--- config.mk ---
export PLATFORM = sky130hd
export DESIGN_NAME = pix_event_framer
export DESIGN_NICKNAME = d
export VERILOG_FILES = /design/src/rtl/pef_pkg.sv /design/src/rtl/pef_ctrl.sv /design/src/rtl/pef_accum.sv /design/src/rtl/pef_pack.sv /design/src/rtl/pix_event_framer.sv
export SDC_FILE = /design/constraint.sdc
export NUM_CORES = 1
export LEC_CHECK = 0
export BUFFER_PORTS_ARGS = -buffer_cell sky130_fd_sc_hd__buf_2
export CORE_ASPECT_RATIO = 1.1
export CORE_MARGIN = 1.5
export CORE_UTILIZATION = 48
export CTS_BUF_LIST = sky130_fd_sc_hd__clkbuf_4 sky130_fd_sc_hd__clkbuf_8
export CTS_CLUSTER_DIAMETER = 60
export DETAILED_ROUTE_END_ITERATION = 16
export PLACE_DENSITY_LB_ADDON = 0.12
export SLEW_MARGIN = 20
export SYNTH_ARGS = -nofsm -noshare
export SYNTH_HDL_FRONTEND = slang
export SYNTH_SLANG_ARGS = --single-unit
--- constraint.sdc ---
create_clock -name clk -period 1.79 [get_ports clk]
set_clock_uncertainty 0.15 [all_clocks]
set_input_delay 0.0895 -clock clk [delete_from_list [all_inputs] [get_ports clk]]
set_output_delay 0.0895 -clock clk [all_outputs]
set_load 0.01 [all_outputs]
--- src/rtl/pef_pkg.sv ---
package pef_pkg;
    localparam int BX_W   = 12;
    localparam int EVID_W = 12;
    localparam int CHIP_W = 4;
    localparam int STAT_W = 4;
    localparam int ADDR_W = 24;
    localparam int ADC_W  = 5;
    localparam int REC_W  = ADDR_W + ADC_W + 1;
    localparam int WORD_W = 32;
    localparam int CNT_W  = 16;
    localparam int CSUM_W = 12;
    localparam int ERR_W  = 4;

    typedef enum logic [1:0] {
        ST_IDLE,
        ST_HEAD,
        ST_BODY,
        ST_TAIL
    } pef_state_e;

    // Fold a record into CSUM_W bits by XOR of consecutive slices.
    function automatic logic [CSUM_W-1:0] fold_rec(input logic [REC_W-1:0] r);
        logic [CSUM_W-1:0] res;
        res = '0;
        for (int k = 0; k < REC_W; k++) begin
            res[k % CSUM_W] = res[k % CSUM_W] ^ r[k];
        end
        return res;
    endfunction
endpackage

--- src/rtl/pef_ctrl.sv ---
module pef_ctrl
    import pef_pkg::*;
(
    input  logic       clk,
    input  logic       rst_n,
    input  logic       evt_start,
    input  logic       evt_end,
    input  logic       hit_valid,
    input  logic       out_ready,
    input  logic       hit_full,
    output pef_state_e state_q,
    output logic       out_valid,
    output logic       hit_ready,
    output logic       hdr_load,
    output logic       hit_take,
    output logic       hit_drop
);
    pef_state_e state_d;
    logic       end_pend_q;

    // state register
    always_ff @(posedge clk) begin
        if (!rst_n) begin
            state_q    <= ST_IDLE;
            end_pend_q <= 1'b0;
        end else begin
            state_q <= state_d;
            if (state_q == ST_HEAD && evt_end)
                end_pend_q <= 1'b1;
            else if (state_q == ST_BODY)
                end_pend_q <= 1'b0;
        end
    end

    // transitions
    always_comb begin
        state_d = state_q;
        unique case (state_q)
            ST_IDLE: if (evt_start)              state_d = ST_HEAD;
            ST_HEAD: if (out_ready)              state_d = ST_BODY;
            ST_BODY: if (evt_end || end_pend_q)  state_d = ST_TAIL;
            ST_TAIL: if (out_ready)              state_d = ST_IDLE;
            default:                             state_d = ST_IDLE;
        endcase
    end

    // outputs
    always_comb begin
        out_valid = 1'b0;
        hit_ready = 1'b0;
        hdr_load  = 1'b0;
        hit_take  = 1'b0;
        hit_drop  = 1'b0;
        unique case (state_q)
            ST_IDLE: hdr_load = evt_start;
            ST_HEAD: out_valid = 1'b1;
            ST_BODY: begin
                if (hit_full) begin
                    hit_ready = 1'b1;
                    hit_drop  = hit_valid;
                end else begin
                    out_valid = hit_valid;
                    hit_ready = out_ready;
                    hit_take  = hit_valid && out_ready;
                end
            end
            ST_TAIL: out_valid = 1'b1;
            default: out_valid = 1'b0;
        endcase
    end
endmodule

--- src/rtl/pef_accum.sv ---
module pef_accum
    import pef_pkg::*;
#(
    parameter int MAX_HITS = 1023
) (
    input  logic              clk,
    input  logic              rst_n,
    input  logic              hdr_load,
    input  logic [BX_W-1:0]   evt_bx,
    input  logic [EVID_W-1:0] evt_id,
    input  logic [CHIP_W-1:0] evt_chip,
    input  logic              hit_take,
    input  logic              hit_drop,
    input  logic [REC_W-1:0]  hit_rec,
    output logic [WORD_W-1:0] hdr_word,
    output logic [WORD_W-1:0] trl_word,
    output logic              hit_full,
    output logic [CNT_W-1:0]  hit_cnt
);
    logic [BX_W-1:0]   bx_q;
    logic [EVID_W-1:0] id_q;
    logic [CHIP_W-1:0] chip_q;
    logic [CSUM_W-1:0] csum_q;
    logic              ovf_q;

    always_ff @(posedge clk) begin
        if (!rst_n) begin
            bx_q    <= '0;
            id_q    <= '0;
            chip_q  <= '0;
            hit_cnt <= '0;
            csum_q  <= '0;
            ovf_q   <= 1'b0;
        end else if (hdr_load) begin
            bx_q    <= evt_bx;
            id_q    <= evt_id;
            chip_q  <= evt_chip;
            hit_cnt <= '0;
            csum_q  <= '0;
            ovf_q   <= 1'b0;
        end else begin
            if (hit_take) begin
                hit_cnt <= hit_cnt + 1'b1;
                csum_q  <= csum_q ^ fold_rec(hit_rec);
            end
            if (hit_drop)
                ovf_q <= 1'b1;
        end
    end

    assign hit_full = (hit_cnt == CNT_W'(MAX_HITS));
    assign hdr_word = {bx_q, id_q, chip_q, {STAT_W{1'b0}}};
    assign trl_word = {hit_cnt, csum_q, {(ERR_W-1){1'b0}}, ovf_q};
endmodule

--- src/rtl/pef_pack.sv ---
module pef_pack
    import pef_pkg::*;
(
    input  pef_state_e        state_q,
    input  logic [WORD_W-1:0] hdr_word,
    input  logic [WORD_W-1:0] trl_word,
    input  logic [REC_W-1:0]  hit_rec,
    output logic [WORD_W-1:0] out_data
);
    always_comb begin
        unique case (state_q)
            ST_HEAD: out_data = hdr_word;
            ST_BODY: out_data = {{(WORD_W-REC_W){1'b0}}, hit_rec};
            ST_TAIL: out_data = trl_word;
            default: out_data = '0;
        endcase
    end
endmodule

--- src/rtl/pix_event_framer.sv ---
module pix_event_framer
    import pef_pkg::*;
#(
    parameter int MAX_HITS = 1023
) (
    input  logic        clk,
    input  logic        rst_n,
    input  logic        evt_start,
    input  logic [11:0] evt_bx,
    input  logic [11:0] evt_id,
    input  logic [3:0]  evt_chip,
    input  logic        evt_end,
    input  logic        hit_valid,
    output logic        hit_ready,
    input  logic [23:0] hit_addr,
    input  logic [4:0]  hit_adc,
    input  logic        hit_flag,
    output logic        out_valid,
    input  logic        out_ready,
    output logic [31:0] out_data
);
    pef_state_e        state_q;
    logic              hdr_load;
    logic              hit_take;
    logic              hit_drop;
    logic              hit_full;
    logic [CNT_W-1:0]  hit_cnt;
    logic [WORD_W-1:0] hdr_word;
    logic [WORD_W-1:0] trl_word;
    logic [REC_W-1:0]  hit_rec;

    assign hit_rec = {hit_addr, hit_adc, hit_flag};

    pef_ctrl u_ctrl (
        .clk       (clk),
        .rst_n     (rst_n),
        .evt_start (evt_start),
        .evt_end   (evt_end),
        .hit_valid (hit_valid),
        .out_ready (out_ready),
        .hit_full  (hit_full),
        .state_q   (state_q),
        .out_valid (out_valid),
        .hit_ready (hit_ready),
        .hdr_load  (hdr_load),
        .hit_take  (hit_take),
        .hit_drop  (hit_drop)
    );

    pef_accum #(.MAX_HITS(MAX_HITS)) u_accum (
        .clk      (clk),
        .rst_n    (rst_n),
        .hdr_load (hdr_load),
        .evt_bx   (evt_bx),
        .evt_id   (evt_id),
        .evt_chip (evt_chip),
        .hit_take (hit_take),
        .hit_drop (hit_drop),
        .hit_rec  (hit_rec),
        .hdr_word (hdr_word),
        .trl_word (trl_word),
        .hit_full (hit_full),
        .hit_cnt  (hit_cnt)
    );

    pef_pack u_pack (
        .state_q  (state_q),
        .hdr_word (hdr_word),
        .trl_word (trl_word),
        .hit_rec  (hit_rec),
        .out_data (out_data)
    );
endmodule

==> run summary <==
The flow ran to the end, but the final reports show violations. The checks that failed: setup timing. Mean routed wirelength per cell: 17.66 um.

In the global route stage, overall resource usage came out at 29.70%. The primary flip-flop cell chosen by synthesis mapping was sky130_fd_sc_hd__dfxtp_1. Summed over all nets, the half-perimeter wirelength after detailed placement is 7697 um. The cell count after synthesis was 400.

The repair_antennas step left the layout with diodes totalling 0. The final worst-path setup slack was -0.1604 ns; the hold violation count in the final report was 0. The buffer type at the clock tree root is sky130_fd_sc_hd__clkbuf_8. The largest buffer count on any clock path is 2. In the synthesized netlist the async set-or-reset flop fraction comes to 0%.

Of the available clock period, the critical path in the final layout requires 109.0%. At the pin with the least slew margin, the transition time is 0.3460 ns. The number of flops mapped to enable cells by yosys works out to 0.

The minimum period implied by the final worst setup slack is 1.950 ns, and the overflow left after global routing is 0. Synthesis produced a netlist with a net count of 470. The worst setup path is captured at a register. CTS built an H-tree with a depth of 3. The floorplan has 31 rows. Met2 capacity usage during global routing: 49.52%. IR analysis of the VDD net gives a maximum drop of 0.8014 mV. In the routed design, unresolved DRC markers number 0.

The post-synthesis area per instance was 8.205 um2. The max-slew violation total from the final report is 0. In this run the critical register-to-register path is captured at u_accum.hit_cnt[10]. In this run, synthesis produced a sequential element count of 60.

The type of the worst min-delay path is in2reg. For the worst setup path, the data arrival time is 2.06 ns. The placeable core region was 0.006594 mm2. The run gives -0.16 ns as the worst setup slack for register-to-register paths. By area, the combinational part of the netlist is dominated by compound AO/OA/AOI/OAI gates. After routing, the total negative slack on setup checks comes to -4.464 ns.

The run gives 3,548 as the via count of the first global-routing pass. The final weighted congestion of routability-driven global placement is 0.9351, and the number of DRC markers after the initial detailed-route iteration is 359. The maximum number of pins on one net before global-route repair is 29.

The total chip power is 5382 uW. The cell area that synthesis handed to floorplanning was 0.003282 mm2. The power density over cell area is 1046 mW/mm2. In this run the critical register-to-register path is launched from u_ctrl.state_q[0].

The tools report the leakage power as 0.002055 uW. Largest fanout on the critical path: 6. The most utilized layer in the global route result is met2.

The growth of design area from synthesis to finish is 56.81%. Headroom to the max-slew limit came out at 76.93%. For this run, the post-layout net count is 635. The synthesized-area fraction occupied by xor and xnor cells works out to 4.804%.

The first-pass GRT wire length is 16,910 um, and the total routed wirelength is 11,510 um. The number of optimization iterations in the first detailed-route pass was 12. The max-cap check violation count was 0.

In the layout the commonest cells are sky130_fd_sc_hd__buf_2, sky130_fd_sc_hd__nand2_1, sky130_fd_sc_hd__dfxtp_1. TritonCTS built the clock tree. The logic depth of the worst register-to-register path was 7. The share of synthesized cell area in and, or, nand and nor gates was 24.17%. The initial utilization of the core area, before any placement, comes to 49.77%.

Before CTS, the worst setup slack after placement is -0.06334 ns. Global routing used 3.858% of the available met3 tracks. The floorplan die width is 81.84 um. Along the worst hold path, the cell count comes to 2. In this run the most critical hold path is launched from rst_n.

The number of I/O port buffers works out to 97. The area fraction in compound gates after synthesis works out to 25.20%. Counting every sink on the clock net gives 60. The total of endpoints with negative setup slack in the final report is 53, and the fraction of final layout cells with drive strength greater than 1 is 41.40%. The number of buffers created by CTS came out at 9. The via count is 3,820. In the synthesized netlist, mux cells make up 1.525% of the area. The critical path in this run is classified as reg2reg. The via density per instance was 5.859.

Sequential elements use 36.60% of the synthesized area. Once detail routing completed, the nets flagged for antenna violations numbered 0. In this run the count of I/O pins placed on the die edge is 98.

The endpoint of the worst hold path is u_accum.bx_q[7]. The logs give 0 for the initial antenna violation count and 512.7 MHz for the highest achievable clock rate. The run gives 1.90 ns as the required arrival time at the worst endpoint. Setup repair after global routing could not meet its margin everywhere. The startpoint kind of the worst setup timing path was a register. Leaving out fill and tap cells, the most frequent cell in the layout is sky130_fd_sc_hd__buf_2.

The die span in y came out at 89.73 um. For this run, global-route usage on met1 was measured as 38.37%. The clock reaches the later pin of the worst-skew pair after 0.33 ns. Number of different library cells in the post-synthesis netlist: 40. The full die area was 0.007343 mm2; the post-synthesis adder-cell area fraction was 2.287%. The clock-pin slew on the worst setup and hold paths was 0.07 ns; the total number of yosys warnings was 0.
[layout make-up]
type | instances | area, um2
clock buffers | 12 | 158.9
well taps | 82 | 102.6
fillers | 453 | 1448
clock inverters | 4 | 47.55
multi-input cells | 301 | 2186
inverters | 3 | 11.26
flip-flops and latches | 60 | 1212
repair buffers | 190 | 1428
[kinds of logic after synthesis]
group / after synthesis
AND/OR/NAND/NOR: 161
flip-flops: 60
AO/OA/AOI/OAI: 111
adder cells (fa/ha/maj): 6
buffers and inverters: 39
XOR/XNOR: 18
multiplexers: 5
[Yosys cell counts, types with 6 or more instances]
cell type                  instances  area (um2)
sky130_fd_sc_hd__a21boi_0         29       217.7
sky130_fd_sc_hd__a21oi_1          25       125.1
sky130_fd_sc_hd__a222oi_1         26       260.3
sky130_fd_sc_hd__clkbuf_1         27       101.4
sky130_fd_sc_hd__dfxtp_1          60        1201
sky130_fd_sc_hd__ha_1              6       75.07
sky130_fd_sc_hd__nand2_1          67       251.5
sky130_fd_sc_hd__nand3_1          11       55.05
sky130_fd_sc_hd__nor2_1           31       116.4
sky130_fd_sc_hd__o31ai_1          18       135.1
sky130_fd_sc_hd__or4_1            18       135.1
sky130_fd_sc_hd__xnor2_1          12       105.1
sky130_fd_sc_hd__xor2_1            6       52.55
[per-layer routing]
metal  share of wire, %  vias up
met2                 50      176
met4                2.2        0
met1                 42     1801
met5                  0        -
li1                   -     1825
met3                6.2       18
[critical path, stage by stage (launching register included)]
cell and delay (ns):
sky130_fd_sc_hd__dfxtp_4 0.36, sky130_fd_sc_hd__inv_2 0.08, sky130_fd_sc_hd__ha_4 0.21, sky130_fd_sc_hd__buf_4 0.15
sky130_fd_sc_hd__and3_4 0.22, sky130_fd_sc_hd__nand3_2 0.09, sky130_fd_sc_hd__or4_4 0.48, sky130_fd_sc_hd__a21oi_2 0.13
[metrics by stage]
step / cell area (um2) / util [%] / hold slack (ns) / cells
after detailed placement: 4129 / 62.62 / 0.1973 / 589
after CTS: 4855 / 73.62 / 0.004660 / 644
final: 5146 / 78.05 / 0.02414 / 652
after global routing: 5146 / 78.05 / 0.02704 / 652
after floorplan: 3326 / - / 0.08437 / 400
after global placement: 4129 / 62.62 / 0.1898 / 589
[report_power, final]
part | total [uW] | internal [uW] | leakage [uW] | switching (uW)
sequential | 1650 | 1510 | 0.000491 | 141
combinational | 2470 | 1140 | 0.00146 | 1330
clock | 1260 | 730 | 0.000106 | 532
[repair_timing]
item | CTS | global route
buffers inserted | 7 | 6
resized for setup | 26 | 49
hold buffers | 30 | 0
pin swaps | 41 | 19
hold endpoints to repair | 30 | 0
setup endpoints to repair | 54 | 81
cloned | 2 | 2
[sequential cells by signal, summed over array words and instances (netlist names)]
| signal | count |
|---|---|
| u_accum.hit_cnt | 16 |
| u_accum.id_q | 12 |
| u_accum.csum_q | 12 |
| u_accum.ovf_q | 1 |
| u_ctrl.end_pend_q | 1 |
| u_accum.bx_q | 12 |
| u_accum.chip_q | 4 |
| u_ctrl.state_q | 2 |
[worst max path at each step]
stage	startpoint	slack [ns]	end
after CTS	u_ctrl.state_q[1]	-0.13	out_data[19]
after floorplan	u_accum.hit_cnt[0]	-0.09	u_accum.csum_q[10]
final	u_ctrl.state_q[0]	-0.16	u_accum.hit_cnt[10]
after global routing	u_ctrl.state_q[0]	-0.23	out_data[19]
after global placement	u_accum.hit_cnt[0]	-0.04	u_accum.csum_q[3]
after detailed placement	u_accum.hit_cnt[0]	-0.06	u_accum.csum_q[6]
Note: power is estimated with default switching activity, not from simulation.
